[src/rtl/glb_pkg.sv]
package glb_pkg;

    // default geometry of one logic cell
    localparam int unsigned GLB_IN    = 18;
    localparam int unsigned GLB_OUT   = 4;
    localparam int unsigned GLB_DPT   = 20;
    localparam int unsigned GLB_BPT   = 4;
    localparam int unsigned GLB_LINES = 3;

    // register clock source
    typedef enum logic [1:0] {
        CK_LINE0 = 2'd0,
        CK_LINE1 = 2'd1,
        CK_LINE2 = 2'd2,
        CK_TERM  = 2'd3
    } clk_src_e;

    // data path of one output
    typedef enum logic {
        PATH_NARROW = 1'b0,
        PATH_WIDE   = 1'b1
    } path_e;

    // output taken from the register or straight from the logic
    typedef enum logic {
        OUT_REG  = 1'b0,
        OUT_COMB = 1'b1
    } omode_e;

endpackage

[src/rtl/glb_and_array.sv]
module glb_and_array #(
    parameter int unsigned N_IN = 18,
    parameter int unsigned N_PT = 23,
    localparam int unsigned LIT = 2 * N_IN
) (
    input  logic [N_IN-1:0]     in_i,
    input  logic [N_PT*LIT-1:0] fuse_i,
    output logic [N_PT-1:0]     pt_o
);

    logic [LIT-1:0] lits;

    // literal l is the true input for l < N_IN, the complement above
    assign lits = {~in_i, in_i};

    for (genvar p = 0; p < N_PT; p++) begin : g_term
        logic [LIT-1:0] sel;
        assign sel = fuse_i[p*LIT +: LIT];
        // an unused term is shut down to 0
        assign pt_o[p] = (|sel) & (&(lits | ~sel));
    end

endmodule

[src/rtl/glb_clk_sel.sv]
module glb_clk_sel
    import glb_pkg::*;
#(
    parameter int unsigned N_LINE = 3
) (
    input  logic              clk,
    input  logic              rst_n,
    input  logic [N_LINE-1:0] lines_i,
    input  logic              pt_clk_i,
    input  clk_src_e          sel_i,
    output logic              tick_o
);

    logic src;
    logic src_q;

    always_comb begin
        unique case (sel_i)
            CK_TERM: src = pt_clk_i;
            default: src = lines_i[sel_i];
        endcase
    end

    always_ff @(posedge clk or negedge rst_n) begin
        if (!rst_n) src_q <= 1'b0;
        else        src_q <= src;
    end

    assign tick_o = src & ~src_q;


    tick_gap_chk: assert property (@(posedge clk) disable iff (!rst_n)
        tick_o |=> !tick_o);

endmodule

[src/rtl/glb_out_cell.sv]
module glb_out_cell
    import glb_pkg::*;
#(
    parameter int unsigned N_DPT = 20,
    parameter int unsigned N_BPT = 4,
    parameter int unsigned IDX   = 0
) (
    input  logic             clk,
    input  logic             rst_n,
    input  logic             clr_i,
    input  logic             tick_i,
    input  logic [N_DPT-1:0] pt_i,
    input  logic [N_DPT-1:0] alloc_i,
    input  logic             pol_i,
    input  path_e            path_i,
    input  omode_e           mode_i,
    output logic             out_o
);

    logic narrow;
    logic wide;
    logic d;
    logic q;

    assign narrow = |pt_i[IDX*N_BPT +: N_BPT];
    assign wide   = (|(pt_i & alloc_i)) ^ pol_i;

    always_comb begin
        unique case (path_i)
            PATH_WIDE:   d = wide;
            PATH_NARROW: d = narrow;
            default:     d = narrow;
        endcase
    end

    always_ff @(posedge clk or posedge clr_i) begin
        if (clr_i)       q <= 1'b0;
        else if (tick_i) q <= d;
    end

    always_comb begin
        unique case (mode_i)
            OUT_COMB: out_o = d;
            OUT_REG:  out_o = q;
            default:  out_o = q;
        endcase
    end


    q_hold_chk: assert property (@(posedge clk) disable iff (!rst_n)
        (!tick_i && !clr_i) |=> (clr_i || $stable(q)));


    q_load_chk: assert property (@(posedge clk) disable iff (!rst_n)
        (tick_i && !clr_i) |=> (clr_i || q == $past(d)));


    q_clear_chk: assert property (@(posedge clk) disable iff (!rst_n)
        clr_i |-> (q == 1'b0));

endmodule

[src/rtl/glb_core.sv]
module glb_core
    import glb_pkg::*;
#(
    parameter int unsigned N_IN   = GLB_IN,
    parameter int unsigned N_OUT  = GLB_OUT,
    parameter int unsigned N_DPT  = GLB_DPT,
    parameter int unsigned N_BPT  = GLB_BPT,
    parameter int unsigned N_LINE = GLB_LINES,
    localparam int unsigned N_PT     = N_DPT + 3,
    localparam int unsigned LIT      = 2 * N_IN,
    localparam int unsigned FUSE_W   = N_PT * LIT,
    localparam int unsigned ALLOC_OF = FUSE_W,
    localparam int unsigned POL_OF   = ALLOC_OF + N_OUT * N_DPT,
    localparam int unsigned PATH_OF  = POL_OF + N_OUT,
    localparam int unsigned MODE_OF  = PATH_OF + N_OUT,
    localparam int unsigned CKS_OF   = MODE_OF + N_OUT,
    localparam int unsigned OEF_OF   = CKS_OF + 2,
    localparam int unsigned CFG_W    = OEF_OF + 1
) (
    input  logic              clk,
    input  logic              rst_n,
    input  logic [N_IN-1:0]   in_i,
    input  logic [N_LINE-1:0] gclk_i,
    input  logic [CFG_W-1:0]  cfg_i,
    output logic [N_OUT-1:0]  data_o,
    output logic [N_OUT-1:0]  fb_o,
    output logic              oe_o
);

    localparam int unsigned PT_CLK = N_DPT;
    localparam int unsigned PT_RST = N_DPT + 1;
    localparam int unsigned PT_OE  = N_DPT + 2;

    logic [N_PT-1:0] pt;
    logic            clr;
    logic            tick;
    clk_src_e        cks;

    glb_and_array #(.N_IN(N_IN), .N_PT(N_PT)) u_and (
        .in_i  (in_i),
        .fuse_i(cfg_i[FUSE_W-1:0]),
        .pt_o  (pt)
    );

    assign cks = clk_src_e'(cfg_i[CKS_OF +: 2]);

    glb_clk_sel #(.N_LINE(N_LINE)) u_ck (
        .clk     (clk),
        .rst_n   (rst_n),
        .lines_i (gclk_i),
        .pt_clk_i(pt[PT_CLK]),
        .sel_i   (cks),
        .tick_o  (tick)
    );

    // global reset and reset term both clear the registers
    assign clr = ~rst_n | pt[PT_RST];

    for (genvar k = 0; k < N_OUT; k++) begin : g_out
        glb_out_cell #(.N_DPT(N_DPT), .N_BPT(N_BPT), .IDX(k)) u_cell (
            .clk    (clk),
            .rst_n  (rst_n),
            .clr_i  (clr),
            .tick_i (tick),
            .pt_i   (pt[N_DPT-1:0]),
            .alloc_i(cfg_i[ALLOC_OF + k*N_DPT +: N_DPT]),
            .pol_i  (cfg_i[POL_OF + k]),
            .path_i (path_e'(cfg_i[PATH_OF + k])),
            .mode_i (omode_e'(cfg_i[MODE_OF + k])),
            .out_o  (data_o[k])
        );
    end

    assign fb_o = data_o;
    assign oe_o = pt[PT_OE] | cfg_i[OEF_OF];

endmodule

[config.mk]
export PLATFORM = sky130hd
export DESIGN_NAME = glb_core
export DESIGN_NICKNAME = d
export VERILOG_FILES = /design/src/rtl/glb_pkg.sv /design/src/rtl/glb_and_array.sv /design/src/rtl/glb_clk_sel.sv /design/src/rtl/glb_out_cell.sv /design/src/rtl/glb_core.sv
export SDC_FILE = /design/constraint.sdc
export NUM_CORES = 1
export LEC_CHECK = 0
export BUFFER_PORTS_ARGS = -buffer_cell sky130_fd_sc_hd__buf_2
export CAP_MARGIN = 20
export CORE_AREA = 3 3 375 377
export CTS_BUF_LIST = sky130_fd_sc_hd__clkbuf_2 sky130_fd_sc_hd__clkbuf_4 sky130_fd_sc_hd__clkbuf_8
export DETAILED_ROUTE_END_ITERATION = 12
export DIE_AREA = 0 0 378 380
export GPL_TIMING_DRIVEN = 0
export PLACE_DENSITY = 0.3
export REMOVE_ABC_BUFFERS = 1
export SYNTH_ARGS = -nofsm -noshare
export SYNTH_HDL_FRONTEND = slang
export SYNTH_SLANG_ARGS = --single-unit
[constraint.sdc]
create_clock -name clk -period 4.2 [get_ports clk]
set_clock_uncertainty 0.1 [all_clocks]
set_input_delay 0.42 -clock clk [delete_from_list [all_inputs] [get_ports clk]]
set_output_delay 0.42 -clock clk [all_outputs]
set_load 0.01 [all_outputs]
==> impl_metrics.json <==
{
  "status": "finished clean",
  "r2r_setup_slack_ns": 2.65,
  "grt-ovfl-total": 0,
  "nNetsFinal": 3098,
  "reg2reg_depth": 3,
  "grt_pass1_vias": 17688,
  "fin_crit_sh_pct": 99.79,
  "vias": 17316,
  "wirelength_um": 145900,
  "ys_seq_area_share_pct": 1.488,
  "cp.required_ns": 3.68,
  "drt_iter0_markers": 1810,
  "cts_sinks": 5,
  "drive_gt1_share_pct": 52.21,
  "cp.arrival_ns": 3.67,
  "start_util_pct": 6.115,
  "place_worst_setup_slack_ns": -1.767,
  "clockBufferDepth": 2,
  "first_pass_iters": 5,
  "antenna_found_initial": 81,
  "timing.final.crit_period_ns": 4.191,
  "startpoint_type": "primary input",
  "drv_slew": 0,
  "ys_types": 64,
  "synth-edff-count": 0,
  "p_leak_nw": 6.869,
  "most-common-layout-cells": "buf_2, nor4_1, nand2_1, a22o_1, mux2i_1",
  "grt_pass1_wl_um": 182000,
  "r2r_start": "u_ck.src_q",
  "wl_per_cell_um": 36.70,
  "gp_congestion": 0.9650,
  "fin_ws_ns": 0.008788,
  "hold_violations": 0,
  "die_area_sq_mm": 0.1436,
  "tightest_slew_ns": 0.6705,
  "netlist.area_leader.share_pct": 17.41,
  "maxCapViolations": 0,
  "ant_nets": 0,
  "clk_latency_ns": 0.22,
  "stdcell_count": 3977,
  "peakVddDrop_mv": 0.07312,
  "cp_max_fo": 32,
  "netlist_top_cells_area": "nor4_1, a22o_1, mux2i_1, a221oi_1, a22oi_1",
  "port-buffer-count": 954,
  "dp_cells": 3909,
  "grt.total_usage_pct": 19.17,
  "synth_top_area_cell": "nor4_1",
  "tns_ns": 0,
  "finalSetupViolCount": 0,
  "die_x_um": 378,
  "fmax_ghz": 0.2386,
  "ios": 955,
  "cts_made_buffers": 3,
  "area_growth_pct": 99.76,
  "cts_tree": "done",
  "coreArea_sq_mm": 0.1375,
  "layout_commonest_cell": "buf_2",
  "htree_levels": 1,
  "synth.avg_cell_area_sq_um": 6.966,
  "fin_area_sq_mm": 0.01680,
  "dp_hpwl_um": 118800,
  "ys_seq_elements": 5,
  "synthCells": 1207,
  "min_path_type": "in -> async",
  "path_class": "in -> out",
  "root_buffer": "clkbuf_8",
  "syn_area_sq_mm": 0.008408,
  "relSlewSlack_pct": 54.15,
  "p_total_mw": 1.834,
  "worst_setup_path_end_kind": "output pin",
  "async_flop_share_pct": 100.0,
  "rows": 136,
  "yosysWarnings": 0,
  "clk_pin_slew_ns": 0.04,
  "grt_start_max_net_pins": 34,
  "vias_per_cell": 4.354,
  "r2r-end": "g_out[0].u_cell.q",
  "p_per_area_mw_per_mm2": 109.2,
  "die_h_um": 380,
  "dpl-instance-area_sq_mm": 0.01561,
  "synth-main-ff-cell": "dfrtp_1",
  "drcViolationCount": 0
}
[synthesized netlist by cell type (all sizes together), types with 3 or more instances]
cell type  count
and4b          3
o2bb2ai        3
nand2         97
a211o          4
and3           7
nand3b         4
nor2b         53
mux2i         69
a221oi        57
o32ai          3
or3            6
dfrtp          5
or4b           3
mux2          32
a211oi        14
inv           53
nor2           9
and4           8
or4           11
a2111oi       25
a22oi         63
a22o          85
nand2b        34
nor3          29
nor4         240
clkbuf        14
a21oi          5
and2          27
clkinv         4
nand3         48
a221o         28
buf           62
o2111ai       20
nand4         58
[layer usage]
layer / wire (um) / global-route usage (%) / vias up
li1: - / - / 7106
met1: 58020 / 23.18 / 8546
met2: 68720 / 32.21 / 1310
met3: 12570 / 4.978 / 316
met4: 6373 / 7.512 / 38
met5: 263 / 0 / -
[metrics by stage]
stage | utilization [%] | hold WS [ns]
6_report | 12.22 | 0.2456
5_1_grt | 12.19 | 0.2927
4_1_cts | 12.05 | 0.2592
3_5_place_dp | 11.35 | 0.1106
3_3_place_gp | 10.90 | 0.1055
2_1_floorplan | - | 0.02441
[registers in the layout, indices dropped and copies added, names as in the netlist]
signal / flops
g_out.u_cell.q: 4
u_ck.src_q: 1
[how the worst max path moves through the flow]
| stage | start | end | slack, ns | cells after the start |
|---|---|---|---|---|
| detailed placement | in_i[15] | data_o[3] | -1.77 | 11 |
| floorplan | in_i[17] | data_o[2] | 0.91 | 9 |
| global route | in_i[0] | data_o[2] | -0.01 | 13 |
| CTS | cfg_i[439] | data_o[0] | 0.003 | 12 |
| finish | in_i[1] | fb_o[1] | 0.009 | 13 |
| global placement | in_i[15] | data_o[2] | -5.09 | 10 |
[cell type report]
cell class	count	area, sq um
Fill cell	16204	120700
Clock buffer	4	48.80
Antenna cell	32	80.08
Inverter	57	297.8
Timing Repair Buffer	1016	5968
Tap cell	1794	2245
Multi-Input combinational cell	1069	8031
Sequential cell	5	125.1
[where the power goes]
group,leakage [nW],internal (mW),switching (mW)
sequential,0.0648,0.0554,0.00410
combinational,6.78,0.676,1.00
clock,0.0264,0.0717,0.0244
total,6.87,0.803,1.03
[what timing repair did]
action / CTS / global route
cloned: 3 / 0
pin swaps: 11 / 5
endpoints found under the hold margin: 1 / 0
setup endpoints to repair: 12 / 8
setup buffers: 25 / 3
resized for setup: 118 / 17
hold buffers: 1 / 0
[logic make-up (layout without fill, tap and decap cells)]
group	after synthesis	count (layout)	share of synthesized area, %
buffers and inverters	133	1077	7.797
other	0	32	0
DFF	5	5	1.488
muxes	101	101	12.54
AOI/OAI and AO/OA	323	323	32.75
and+or+nand+nor	645	645	45.42
[critical path: stages]
cell and delay [ns]:
buf_16 0.26, clkinvlp_4 0.14, buf_4 0.24, buf_16 0.19, a22oi_1 0.19, nand4_1 0.45, nor4_2 0.51, a22oi_2 0.22
and4_1 0.24, nand4_1 0.15, or3_1 0.13, nand3_1 0.17, buf_2 0.22
No activity file was read; power rests on OpenSTA's default activity.
